### config.mk
export PLATFORM = sky130hd
export DESIGN_NAME = str_engine
export DESIGN_NICKNAME = d
export VERILOG_FILES = /design/src/rtl/str_pkg.sv /design/src/rtl/str_elem.sv /design/src/rtl/str_stride.sv /design/src/rtl/str_engine.sv
export SDC_FILE = /design/constraint.sdc
export NUM_CORES = 1
export LEC_CHECK = 0
export BUFFER_PORTS_ARGS = -buffer_cell sky130_fd_sc_hd__buf_2
export CORE_ASPECT_RATIO = 0.9
export CORE_MARGIN = 10
export CORE_UTILIZATION = 49
export DETAILED_ROUTE_END_ITERATION = 7
export PLACE_DENSITY = 0.75
export SETUP_SLACK_MARGIN = 0.5
export SLEW_MARGIN = 10
export SYNTH_ARGS = -nofsm -noshare
export SYNTH_HDL_FRONTEND = slang
export SYNTH_SLANG_ARGS = --single-unit
### constraint.sdc
create_clock -name clk -period 4.31 [get_ports clk]
set_input_delay 0.6465 -clock clk [delete_from_list [all_inputs] [get_ports clk]]
set_output_delay 0.6465 -clock clk [all_outputs]
set_load 0.05 [all_outputs]
### src/rtl/str_pkg.sv
package str_pkg;
    typedef enum logic [2:0] {
        OP_COPY_FWD   = 3'd0,
        OP_COPY_BWD   = 3'd1,
        OP_COPY_NUL   = 3'd2,
        OP_FILL       = 3'd3,
        OP_SCAN_UNTIL = 3'd4,
        OP_SCAN_WHILE = 3'd5,
        OP_BYTE_CMP   = 3'd6,
        OP_RSVD       = 3'd7
    } str_op_e;

    typedef enum logic [2:0] {
        ST_IDLE, ST_FETCH_A, ST_FETCH_B, ST_PUT, ST_FINISH
    } str_state_e;

    localparam logic [1:0] SZ_BYTE = 2'd0;
    localparam logic [1:0] SZ_HALF = 2'd1;
    localparam logic [1:0] SZ_WORD = 2'd2;
    localparam logic [1:0] SZ_BAD  = 2'd3;
endpackage

### src/rtl/str_elem.sv
// Zero-extends a loaded element by size code and compares it with a reference.
module str_elem #(
    parameter int W = 32
) (
    input  logic [1:0]   size,
    input  logic [W-1:0] a_raw,
    input  logic [W-1:0] b,
    output logic         eq,
    output logic         le,
    output logic         ge,
    output logic         a_zero
);
    logic [W-1:0] a;

    always_comb begin
        unique case (size)
            2'd0:    a = {{(W-8){1'b0}}, a_raw[7:0]};
            2'd1:    a = {{(W-16){1'b0}}, a_raw[15:0]};
            default: a = a_raw;
        endcase
    end

    assign eq     = (a == b);
    assign le     = (a <= b);
    assign ge     = (a >= b);
    assign a_zero = (a == '0);
endmodule

### src/rtl/str_stride.sv
// Signed pointer step: +/- (1 << size).
module str_stride #(
    parameter int W = 32
) (
    input  logic [1:0]   size,
    input  logic         down,
    output logic [W-1:0] delta
);
    logic [W-1:0] mag;

    assign mag   = W'(1) << size;
    assign delta = down ? (~mag + W'(1)) : mag;
endmodule

### src/rtl/str_engine.sv
module str_engine
    import str_pkg::*;
#(
    parameter int W = 32
) (
    input  logic         clk,
    input  logic         rst_n,
    input  logic         start,
    input  logic [2:0]   op,
    input  logic [1:0]   size,
    input  logic [W-1:0] r1_in,
    input  logic [W-1:0] r2_in,
    input  logic [W-1:0] r3_in,
    output logic         mem_req,
    output logic         mem_we,
    output logic [1:0]   mem_size,
    output logic [W-1:0] mem_addr,
    output logic [W-1:0] mem_wdata,
    input  logic [W-1:0] mem_rdata,
    input  logic         mem_ready,
    output logic         busy,
    output logic         done,
    output logic         illegal,
    output logic [W-1:0] r1_out,
    output logic [W-1:0] r2_out,
    output logic [W-1:0] r3_out,
    output logic         flag_c,
    output logic         flag_z
);
    str_state_e   st, st_nx;
    str_op_e      op_q, in_op;
    logic [1:0]   size_q;
    logic [W-1:0] r1, r2, r3;
    logic [7:0]   tmp;
    logic         cf, zf, ill_q;

    logic bad, in_sized, is_copy, is_fill, is_scan, is_cmp, last;
    logic scan_stop, cmp_stop, nul_stop;

    // Decode of the incoming request and the latched operation
    always_comb begin
        in_op    = str_op_e'(op);
        in_sized = (in_op == OP_FILL) || (in_op == OP_SCAN_UNTIL) || (in_op == OP_SCAN_WHILE);
        bad      = (in_op == OP_RSVD) || (in_sized && size == SZ_BAD);
        is_copy  = (op_q == OP_COPY_FWD) || (op_q == OP_COPY_BWD) || (op_q == OP_COPY_NUL);
        is_fill  = (op_q == OP_FILL);
        is_scan  = (op_q == OP_SCAN_UNTIL) || (op_q == OP_SCAN_WHILE);
        is_cmp   = (op_q == OP_BYTE_CMP);
        last     = (r3 == W'(1));
        nul_stop = (op_q == OP_COPY_NUL) && (tmp == 8'd0);
    end

    // Element compare: scan element vs R2, or compare byte pair
    logic [1:0]   el_size;
    logic [W-1:0] el_a, el_b;
    logic         el_eq, el_le, el_ge, el_azero;

    always_comb begin
        if (st == ST_FETCH_B) begin
            el_size = SZ_BYTE;
            el_a    = W'(tmp);
            el_b    = W'(mem_rdata[7:0]);
        end else begin
            el_size = size_q;
            el_a    = mem_rdata;
            el_b    = r2;
        end
    end

    str_elem #(.W(W)) elem_i (
        .size(el_size), .a_raw(el_a), .b(el_b),
        .eq(el_eq), .le(el_le), .ge(el_ge), .a_zero(el_azero)
    );

    assign scan_stop = (op_q == OP_SCAN_UNTIL) ? el_eq : !el_eq;
    assign cmp_stop  = !el_eq || el_azero;

    // Pointer step for copies, fill and scans
    logic [1:0]   step_size;
    logic [W-1:0] delta;

    assign step_size = (is_fill || is_scan) ? size_q : SZ_BYTE;

    str_stride #(.W(W)) stride_i (
        .size(step_size), .down(op_q == OP_COPY_BWD), .delta(delta)
    );

    // Next state
    always_comb begin
        st_nx = st;
        unique case (st)
            ST_IDLE: begin
                if (start && !bad) begin
                    if (r3_in == '0)          st_nx = ST_FINISH;
                    else if (in_op == OP_FILL) st_nx = ST_PUT;
                    else                       st_nx = ST_FETCH_A;
                end
            end
            ST_FETCH_A: begin
                if (mem_ready) begin
                    if (is_copy)     st_nx = ST_PUT;
                    else if (is_cmp) st_nx = ST_FETCH_B;
                    else             st_nx = (scan_stop || last) ? ST_FINISH : ST_FETCH_A;
                end
            end
            ST_FETCH_B: begin
                if (mem_ready) st_nx = (cmp_stop || last) ? ST_FINISH : ST_FETCH_A;
            end
            ST_PUT: begin
                if (mem_ready) begin
                    if (last || nul_stop) st_nx = ST_FINISH;
                    else                  st_nx = is_fill ? ST_PUT : ST_FETCH_A;
                end
            end
            ST_FINISH: st_nx = ST_IDLE;
            default:   st_nx = ST_IDLE;
        endcase
    end

    // State register
    always_ff @(posedge clk) begin
        if (!rst_n) st <= ST_IDLE;
        else        st <= st_nx;
    end

    // Working registers and flags
    always_ff @(posedge clk) begin
        if (!rst_n) begin
            r1 <= '0; r2 <= '0; r3 <= '0;
            tmp <= '0; cf <= 1'b0; zf <= 1'b0; ill_q <= 1'b0;
            op_q <= OP_COPY_FWD; size_q <= SZ_BYTE;
        end else begin
            ill_q <= start && (st == ST_IDLE) && bad;
            unique case (st)
                ST_IDLE: begin
                    if (start && !bad) begin
                        r1 <= r1_in; r2 <= r2_in; r3 <= r3_in;
                        op_q <= in_op; size_q <= size;
                    end
                end
                ST_FETCH_A: begin
                    if (mem_ready) begin
                        tmp <= mem_rdata[7:0];
                        if (is_scan) begin
                            r1 <= r1 + delta;
                            r3 <= r3 - W'(1);
                            if (scan_stop || last) begin
                                zf <= (op_q == OP_SCAN_UNTIL) ? el_eq : last;
                                cf <= el_le;
                            end
                        end
                    end
                end
                ST_FETCH_B: begin
                    if (mem_ready) begin
                        r1 <= r1 + W'(1);
                        r2 <= r2 + W'(1);
                        r3 <= r3 - W'(1);
                        if (cmp_stop || last) begin
                            zf <= el_eq;
                            cf <= el_ge;
                        end
                    end
                end
                ST_PUT: begin
                    if (mem_ready) begin
                        r1 <= r1 + delta;
                        if (is_copy) r2 <= r2 + delta;
                        r3 <= r3 - W'(1);
                    end
                end
                default: ;
            endcase
        end
    end

    // Outputs
    always_comb begin
        busy      = (st != ST_IDLE);
        done      = (st == ST_FINISH);
        illegal   = ill_q;
        mem_req   = 1'b0;
        mem_we    = 1'b0;
        mem_size  = SZ_BYTE;
        mem_addr  = r1;
        mem_wdata = W'(tmp);
        unique case (st)
            ST_FETCH_A: begin
                mem_req  = 1'b1;
                mem_addr = is_copy ? r2 : r1;
                mem_size = is_scan ? size_q : SZ_BYTE;
            end
            ST_FETCH_B: begin
                mem_req  = 1'b1;
                mem_addr = r2;
            end
            ST_PUT: begin
                mem_req   = 1'b1;
                mem_we    = 1'b1;
                mem_size  = is_fill ? size_q : SZ_BYTE;
                mem_wdata = is_fill ? r2 : W'(tmp);
            end
            default: ;
        endcase
        r1_out = r1;
        r2_out = r2;
        r3_out = r3;
        flag_c = cf;
        flag_z = zf;
    end


    req_hold_chk: assert property (@(posedge clk) disable iff (!rst_n)
        mem_req && !mem_ready |=> mem_req && $stable(mem_addr) && $stable(mem_we) && $stable(mem_size));


    done_pulse_chk: assert property (@(posedge clk) disable iff (!rst_n)
        done |=> !done);


    illegal_quiet_chk: assert property (@(posedge clk) disable iff (!rst_n)
        illegal |-> !busy && !mem_req && !done);


    empty_done_chk: assert property (@(posedge clk) disable iff (!rst_n)
        start && st == ST_IDLE && !bad && r3_in == '0 |=> done && !mem_req);


    copy_flags_chk: assert property (@(posedge clk) disable iff (!rst_n)
        busy && (is_copy || is_fill) |=> $stable(flag_c) && $stable(flag_z));
endmodule

# Yosys cells after proc, flatten, opt, wreduce, memory -nomap -nowiden
# Cells that the tools add are included.
[word_totals]
register_bits = 115
in_bits = 137
out_inout_bits = 169
elab_cells = 143
[op_classes]
n_addsub = 6
magnitude_cmp = 2
n_eq_ne = 27
n_shift = 1
muxes = 58
bitwise = 1
n_reduce_logical = 38
[ops]
columns = ["operator", "n"]
rows = [
  ["$mux W32", 19],
  ["$pmux W32 S3", 2],
  ["$pmux W32 S2", 2],
  ["$pmux W32 S4", 1],
  ["$add A32 B1 Y32 const B", 3],
  ["$add A32 B32 Y32", 2],
  ["$logic_not A32 Y1", 2],
  ["$eq A32 B1 Y1 const B", 1],
  ["$eq A32 B32 Y1", 1],
  ["$ge A32 B32 Y1", 1],
  ["$le A32 B32 Y1", 1],
  ["$not A32 Y32", 1],
  ["$shl A1 B2 Y32 const A", 1],
  ["$sub A32 B1 Y32 const B", 1],
  ["$mux W3", 10],
  ["$eq A3 B3 Y1 const B", 7],
  ["$eq A3 B2 Y1 const B", 5],
  ["$mux W1", 14],
  ["$ne A2 B2 Y1 const B", 7],
  ["$mux W2", 6],
  ["$pmux W3 S4", 1],
  ["$reduce_and A6 Y1", 2],
  ["$logic_or A1 B1 Y1", 11],
  ["$reduce_and A5 Y1", 2],
  ["18 further kinds", 30],
]

# Depth between registers and ports, before layout
# Gate-level depths: netlist (run 1).
[logic_depth]
ltp_word = 13
ltp_mapped = 20

# Hierarchy
# A second synthesis (run 1) with hierarchy kept.
[hier_totals]
hier_cells = 1694
area_unflattened_um2 = 12039.0
[modules_own_cells]
columns = ["module", "n_inst", "cells_each", "area_per_inst_um2", "seq_area_each_um2"]
rows = [
  ["str_engine", 1, 1507, 10701.5, 2302.2],
  ["str_elem", 1, 149, 1072.3, 0.0],
  ["str_stride", 1, 38, 265.3, 0.0],
]

# Least setup slack after synthesis (run 1)
# No wires, ideal clock.
[synth_timing]
path_type = "register to register"
from = "reg st[0]"
to = "reg r2[20], in the netlist r2_out[20]"
setup_ns = 0.074
t_arrival_ns = 4.325
path_slack_ns = -0.089
stages_incl_launch_ff = 18
n_path_buf = 1
path_cell_list = "dfxtp_1 -> buf_2 -> nor2b_1 -> nand3_1 -> inv_1 -> nand2_1 -> inv_1 -> ha_1 -> o21a_1 -> o2111a_1 -> a2111oi_0 -> o41ai_1 -> a21o_1 -> a21oi_1 -> o21ai_0 -> xnor2_1 -> nand2_1 -> a31oi_1"
[synth_via]
elab_chain_cells = 3
word_cells_on_any_way = 10
cone_classes = "eq/ne (6); mux (1); reduce/logical (3)"
[synth_lines]
columns = ["element", "line", "source"]
rows = [
  ["start, declared", "str_engine.sv:30", "str_state_e st, st_nx;"],
  ["start signal, assigned", "str_engine.sv:123", "else st <= st_nx;"],
  ["$eq A3 B2 Y1 or $logic_not A3 Y1 (tied branches)", "str_engine.sv:134", "unique case (st)"],
  ["$ne A2 B2 Y1 (no line) or $reduce_bool A3 Y1 (tied branches)", "-", ""],
  ["$reduce_and A5 Y1 (no line)", "-", ""],
  ["end signal, assigned", "str_engine.sv:137", "r1 <= r1_in; r2 <= r2_in; r3 <= r3_in;"],
  ["end signal, assigned", "str_engine.sv:157", "r2 <= r2 + W'(1);"],
  ["end signal, assigned", "str_engine.sv:168", "if (is_copy) r2 <= r2 + delta;"],
  ["end, declared", "str_engine.sv:33", "logic [W-1:0] r1, r2, r3;"],
]
# Several ways; a longest one is shown, not always the timed one.
# A chain may end at the register's enable or synchronous reset.

# Worst setup path in the final report (run 1)
[layout_timing]
from = "reg op_q[1]"
to = "reg r1[16], in the netlist r1_out[16]"
[layout_via]
elab_chain_cells = 12
word_cells_on_any_way = 18
cone_classes = "add/sub (2); eq/ne (5); shift (1); mux (6); bitwise (1); reduce/logical (3)"
[layout_lines]
columns = ["element", "line", "source"]
rows = [
  ["start, declared", "str_engine.sv:31", "str_op_e op_q, in_op;"],
  ["start signal, assigned", "str_engine.sv:138", "op_q <= in_op; size_q <= size;"],
  ["$eq A3 B3 Y1", "str_engine.sv:47", "is_scan = (op_q == OP_SCAN_UNTIL) || (op_q == OP_SCAN_WHILE);"],
  ["$logic_or A1 B1 Y1", "str_engine.sv:47", ""],
  ["$logic_or A1 B1 Y1", "str_engine.sv:82", "assign step_size = (is_fill || is_scan) ? size_q : SZ_BYTE;"],
  ["$mux W2", "str_engine.sv:82", ""],
  ["$shl A1 B2 Y32", "str_stride.sv:11", "assign mag = W'(1) << size;"],
  ["$not A32 Y32", "str_stride.sv:12", "assign delta = down ? (~mag + W'(1)) : mag;"],
  ["$add A32 B1 Y32", "str_stride.sv:12", ""],
  ["$mux W32", "str_stride.sv:12", ""],
  ["$add A32 B32 Y32", "str_engine.sv:145, str_engine.sv:167", ""],
  ["$mux W32", "str_engine.sv:144", "if (is_scan) begin"],
  ["$mux W32", "str_engine.sv:142", "if (mem_ready) begin"],
  ["$pmux W32 S4", "str_engine.sv:134", ""],
  ["end signal, assigned", "str_engine.sv:137", ""],
  ["end signal, assigned", "str_engine.sv:145", "r1 <= r1 + delta;"],
  ["end signal, assigned", "str_engine.sv:167", "r1 <= r1 + delta;"],
  ["end, declared", "str_engine.sv:33", ""],
]
# Several ways; a longest one is shown, not always the timed one. The select of a mux whose other input is x is not followed.

==> results by group, run 1 <==
Critical path
  • CP max stage cell: dfxtp_4
  • R2r endpoint: r1_out[16]$_SDFFE_PN0P_
  • Crit path required time: between 4 and 5 ns
  • Critical-path maximum fanout: 8
  • Reg2reg path depth: 15
  • Crit. End Element: flip-flop
  • Cell Chain, Critical Path: nand2_2, o21ai_2, nand2_1, ha_1, fa_2, a21o_1, a21o_1, a2111oi_4, o31ai_4, and2_4, o31ai_4, nor3_1, a2111oi_2, xor2_1, a2111oi_2
  • Crit-path max cell delay: around 0.39 ns
  • Reg2reg start: op_q[1]$_SDFFE_PN0P_
  • Crit Path Category: flip-flop to flip-flop
  • CP startpoint: op_q[1]$_SDFFE_PN0P_
  • R2R Setup Slk: 0.63 ns
  • WP data arrival: 4.02 ns
  • CP endpoint: r1_out[16]$_SDFFE_PN0P_
  • Startpoint types: flip-flop

STA
  • # setup viols final: 0
  • Worst slew margin: 0.232
  • Fmax: roughly 270 MHz
  • Setup Skew: 0.0136 ns
  • Final period utilization: 0.854
  • Setup tns final: 0 ns
  • Slew Viols, Final: 0
  • Final WS setup: around 0.63 ns
  • Endpoints failing hold: 0
  • Slew @ Worst Pin: ~1.1 ns
  • Post-layout min period: 3.68 ns
  • RSZ-0062 raised after global routing: yes

Yosys
  • Top cells by area, synth: dfxtp_1 (21%), ha_1 (11%), nand2_1 (7.2%)
  • Post-synthesis sequential area ratio: 0.211
  • Yosys top cell by area: dfxtp_1
  • Post-Synthesis Cells: about 1500
  • Mapped Area: roughly 11000 um2
  • Syn_nets: ~1700
  • Post-synth ARST share: 0
  • Primary FF master, synth: dfxtp_1
  • Flops & latches, synth: around 120
  • Yosys warning total: 0
  • EDFF count, synth: 0
  • Synth unique cells: 72
  • Share of the synthesized area in the top cell type: 0.211
  • Syn Area/Cell: between 7 and 8 um2

Finish
  • Util after Layout: 0.640
  • Final nets: just over 2000
  • Commonest cells after routing, fill and taps aside: buf_2 (305), nand2_1 (207), a21oi_1 (141)
  • Fillers: 2006
  • P&R area growth vs syn: 27.5%
  • Fraction of layout cells with a size suffix above 1: 0.280
  • Commonest non-fill, non-tap cell in the layout: buf_2
  • Post-layout instance area: roughly 14000 um2
  • ANT cells: 0

Power
  • Comb pwr share: 0.564
  • Switch Pwr: 0.00401 W
  • Clock Power Share: 0.200
  • Pwr Density: roughly 530 nW/um2
  • Leak Pwr: 6.57 nW
  • Internal Dissipation: about 0.0034 W
  • Seq pwr share: 0.235
  • VDD IR max: between 300 and 400 uV
  • Sw frac: 0.540
  • Total power: roughly 0.0074 W

Place
  • Gpl congestion: 0.966
  • Post-place instance area: roughly 13000 um2
  • I/O Buffers: 305
  • DP Worst Slack: between 0.15 and 0.2 ns
  • Placed wire-length estimate: around 35000 um

Clocking
  • Clk slew on worst S/H paths: 0.06 ns
  • Root buf cell: clkbuf_16
  • Worst-skew pair later-pin latency: between 0.4 and 0.5 ns
  • CTS buffer count: 17
  • Hold Buf Count CTS: 0
  • Clock Sinks: between 100 and 150
  • Clk buf depth: 2
  • H-tree Lvls: 4
  • CTS tree: done

GRT
  • GRT overflow: 0
  • Gr usage total: 0.291
  • Vias in the first global route: 11900
  • Initial antenna violation count: 2
  • Largest net degree at the start of global routing: between 70 and 80
  • First-pass GRT wire length: ~67000 um

Routing
  • Initial DRC Count: 1355
  • Vias per cell: 6.18
  • First-pass DRT Iterations: 5
  • Vias: 12900
  • Drt drc: 0
  • Wire per inst: ~22 um
  • WL final: approximately 45000 um
  • DRT antenna net count: 0

Die
  • Chip width: 177 um
  • Number of I/O pins: 306
  • Starting Density: 0.502
  • Cell row count: 51
  • Core footprint: between 20000 and 25000 um2
  • Die height: about 160 um
  • Die ar.: between 20000 and 30000 um2

Status
  • Outcome: completed

Flow run
  • Max-cap violation count: 0

Hold path
  • HP Start: r2_in[16]
  • Hold Crit Class: input pin to flip-flop
## cell usage after synthesis (28+ instances only)
cell type	number
nor2_1	132
xnor2_1	33
dfxtp_1	115
nor4_1	28
clkbuf_1	86
o21ai_0	104
a211oi_1	33
ha_1	96
nor3_1	36
a21o_1	46
a21oi_1	149
nand3_1	30
and2_1	48
nand2_1	209
mux2_2	40
## sequential cells by signal, indices dropped and copies added (netlist names)
| register | flops |
|---|---|
| flag_c | 1 |
| flag_z | 1 |
| illegal | 1 |
| op_q | 3 |
| r1_out | 32 |
| r2_out | 32 |
| r3_out | 32 |
| size_q | 2 |
| st | 3 |
| tmp | 8 |
## worst min path at each step
stage	end	slack [ns]	cells after the start
final	r2_out[16]$_SDFFE_PN0P_	0.47	3
after global routing	tmp[2]$_SDFFE_PN0P_	0.48	3
after CTS	r2_out[16]$_SDFFE_PN0P_	0.46	3
after detailed placement	r3_out[29]$_SDFFE_PN0P_	0.48	2
after global placement	r3_out[29]$_SDFFE_PN0P_	0.46	2
after floorplan	tmp[0]$_SDFFE_PN0P_	0.46	2
## critical path: cells and delay by family, from the launching register on
family | cells | cell delay, ns
AO/OA/AOI/OAI | 8 | 2.00
adder cells (fa/ha/maj) | 2 | 0.58
AND/OR/NAND/NOR | 4 | 0.47
flip-flops | 1 | 0.39
XOR/XNOR | 1 | 0.14
## final cells by class
class | count | area, um2 | share of cell area
repair buffers | 350 | 1900 | 0.137
inverters | 28 | 113 | 0.00809
clock buffers | 18 | 429 | 0.0308
clock inverters | 14 | 166 | 0.0120
flip-flops and latches | 115 | 2320 | 0.167
well taps | 291 | 364 | 0.0261
multi-input cells | 1272 | 8630 | 0.620
## through the flow
stage / instances / hold WS (ns)
5_1_grt: 2088 / 0.480
2_1_floorplan: 1507 / 0.459
4_1_cts: 2083 / 0.460
3_3_place_gp: 2049 / 0.463
6_report: 2088 / 0.466
3_5_place_dp: 2049 / 0.480
## per-layer routing
layer | share of wire | GRT usage
met1 | 0.43 | 0.393
met2 | 0.45 | 0.453
met3 | 0.097 | 0.0640
met4 | 0.023 | 0.0848
met5 | 0.00027 | 0
## cells by family (layout without fill, tap and decap cells)
group | count (synthesis) | in the layout | synth area share
AO/OA/AOI/OAI | 477 | 477 | 0.276
AND/OR/NAND/NOR | 591 | 591 | 0.261
XOR/XNOR | 48 | 48 | 0.0385
adder cells (fa/ha/maj) | 98 | 98 | 0.114
flip-flops | 115 | 115 | 0.211
buffers and inverters | 120 | 410 | 0.0424
multiplexers | 58 | 58 | 0.0577
## power by group through the flow
stage	clock network (W)	logic [W]	registers (W)
after floorplan	0	0.00234	0.00234
after global placement	0	0.00407	0.00175
after detailed placement	0	0.00410	0.00175
after CTS	0.00149	0.00413	0.00173
after global routing	0.00154	0.00447	0.00177
final	0.00149	0.00419	0.00175
## what timing repair did
item                                   4_1_cts  5_1_grt
cloned                                       0        0
setup buffers                                2        5
pin swaps                                    2       12
resized for setup                           11       35
endpoints found under the hold margin        0        0
setup endpoints to repair                   13       32
(Power assumes the default switching activity.)
==> run 2, diff against run 1 <==
--- a/config.mk
+++ b/config.mk
@@ -6,7 +6,7 @@
 export NUM_CORES = 1
 export LEC_CHECK = 0
 export BUFFER_PORTS_ARGS = -buffer_cell sky130_fd_sc_hd__buf_2
-export CORE_ASPECT_RATIO = 0.9
+export CORE_ASPECT_RATIO = 1.75
 export CORE_MARGIN = 10
 export CORE_UTILIZATION = 49
 export DETAILED_ROUTE_END_ITERATION = 7
==> results by group, run 2 (same netlist as run 1, synthesis figures left out) <==
Finish
  • Final nets: between 2000 and 2500
  • Fillers: around 2100
  • P&R area growth vs syn: 28.1%
  • Non-Filler Instances: between 2000 and 2500
  • ANT cells: 0
  • Commonest non-fill, non-tap cell in the layout: buf_2
  • Multi-input gate area: between 8000 and 9000 um2
  • Commonest cells after routing, fill and taps aside: buf_2 (305), nand2_1 (206), a21oi_1 (140)
  • Fraction of layout cells with a size suffix above 1: 0.283
  • Sequential cell area: between 2000 and 2500 um2

Power
  • Pwr Density: approximately 530 nW/um2
  • Internal Dissipation: approximately 0.0035 W
  • Comb pwr share: 0.564
  • Switch Pwr: between 0.003 and 0.004 W
  • VDD IR max: ~380 uV
  • Seq pwr share: 0.240
  • Clock Power Share: 0.197
  • Leak Pwr: 6.58 nW
  • Sw frac: 0.532

STA
  • Endpoints failing hold: 0
  • Final period utilization: 0.858
  • RSZ-0062 raised after global routing: yes
  • Worst slew margin: 0.282
  • Slew Viols, Final: 0
  • Setup Skew: approximately 0.008 ns
  • Post-layout min period: 3.70 ns
  • Fmax: 270 MHz
  • Slew @ Worst Pin: about 1.1 ns
  • # setup viols final: 0
  • Setup tns final: 0 ns

Routing
  • WL final: 46200 um
  • DRT antenna net count: 0
  • Vias: 13000
  • Vias per cell: 6.18
  • Drt drc: 0
  • Wire per inst: roughly 22 um
  • Initial DRC Count: around 920
  • First-pass DRT Iterations: 6

Critical path
  • Startpoint types: flip-flop
  • Crit Path Category: flip-flop to flip-flop
  • WP data arrival: slightly below 4 ns
  • Crit. End Element: flip-flop
  • Critical-path maximum fanout: 8
  • Crit path required time: roughly 4.6 ns

Clocking
  • Clock Sinks: 115
  • Clk slew on worst S/H paths: approximately 0.060 ns
  • H-tree Lvls: 4
  • Clk buf depth: 2
  • Hold Buf Count CTS: 0
  • CTS buffer count: 17
  • Root buf cell: clkbuf_16
  • CTS tree: done
  • Worst-skew pair later-pin latency: 0.44 ns

GRT
  • First-pass GRT wire length: around 71000 um
  • Gr usage total: 0.308
  • Vias in the first global route: around 13000
  • Initial antenna violation count: 1
  • Largest net degree at the start of global routing: 90
  • GRT overflow: 0

Place
  • I/O Buffers: just over 300
  • Gpl congestion: 1.02
  • Placed wire-length estimate: approximately 36000 um
  • Placed cells: 2055

Die
  • Die ar.: 28900 um2
  • Starting Density: 0.495
  • Core footprint: 22100 um2
  • Die height: roughly 220 um
  • Cell row count: 72
  • Number of I/O pins: slightly above 300
  • Chip width: 133 um

Hold path
  • Hold Crit Class: input pin to flip-flop

Flow run
  • Max-cap violation count: 0

Status
  • Outcome: completed
run 2: changes by cell type in the layout (fill, tap and decap cells not counted), sizes merged:
cell / change
inv: -7
bufinv: +1
clkbuf: +4
buf: +3
clkinvlp: +2
run 2: area by class of cell:
class,instances,area share
Clock buffer,22,0.0325
Clock inverter,10,0.00948
Inverter,28,0.00805
Multi-Input combinational cell,1272,0.620
Sequential cell,115,0.165
Tap cell,296,0.0265
Timing Repair Buffer,353,0.138
run 2: power by group through the flow:
stage	clock, W	sequential, W	combinational, W
global route	0.00151	0.00180	0.00450
detailed placement	0	0.00178	0.00412
floorplan	0	0.00234	0.00234
CTS	0.00146	0.00176	0.00413
finish	0.00146	0.00178	0.00418
global placement	0	0.00178	0.00407
run 2: per-stage QoR:
step | worst slack (ns) | hold WS [ns] | power [W] | area (um2) | util
after floorplan | 0.342 | 0.459 | 0.00468 | 11300 | -
after global placement | 0.396 | 0.476 | 0.00585 | 13100 | 0.594
after detailed placement | 0.308 | 0.478 | 0.00590 | 13100 | 0.594
after CTS | 0.514 | 0.447 | 0.00736 | 13700 | 0.621
after global routing | 0.454 | 0.467 | 0.00781 | 14000 | 0.634
final | 0.612 | 0.459 | 0.00742 | 14000 | 0.634
run 2: path summary, 6_finish.rpt:
check / from / end / slack (ns) / cells after the start
worst max-delay path: st[0]$_SDFFE_PN0P_ / r1_out[31]$_SDFFE_PN0P_ / 0.61 / 16
worst min register to register: r3_out[29]$_SDFFE_PN0P_ / r3_out[29]$_SDFFE_PN0P_ / 0.49 / 2
worst max register to register: st[0]$_SDFFE_PN0P_ / r1_out[31]$_SDFFE_PN0P_ / 0.61 / 16
worst min-delay path: r2_in[16] / r2_out[16]$_SDFFE_PN0P_ / 0.46 / 3
run 2: layer usage:
layer / share of wire / routed length (um) / vias to the layer above / track usage
met4: 0.067 / 3110 / 2 / 0.213
met1: 0.36 / 16700 / 6085 / 0.316
met3: 0.071 / 3280 / 159 / 0.0736
met2: 0.50 / 23100 / 592 / 0.541
met5: 0.00030 / 14 / - / 0
li1: - / - / 6124 / -
run 2: repair_timing:
item,4_1_cts,5_1_grt
gates cloned,0,0
setup buffers,0,9
setup endpoints to repair,8,24
pin swaps,1,18
resized for setup,6,53
run 2: worst max-delay path: stages, from the launching register on:
cell and delay (ns):
dfxtp_1 0.31, buf_4 0.16, nor2b_4 0.14, nand3_4 0.10, clkinvlp_4 0.15, buf_6 0.16
buf_12 0.13, ha_1 0.38, a21oi_1 0.22, o21ai_1 0.15, a221o_1 0.37, a22oi_2 0.23
a31oi_2 0.18, a31o_2 0.28, a311oi_2 0.30, mux2i_1 0.21, a31oi_1 0.08
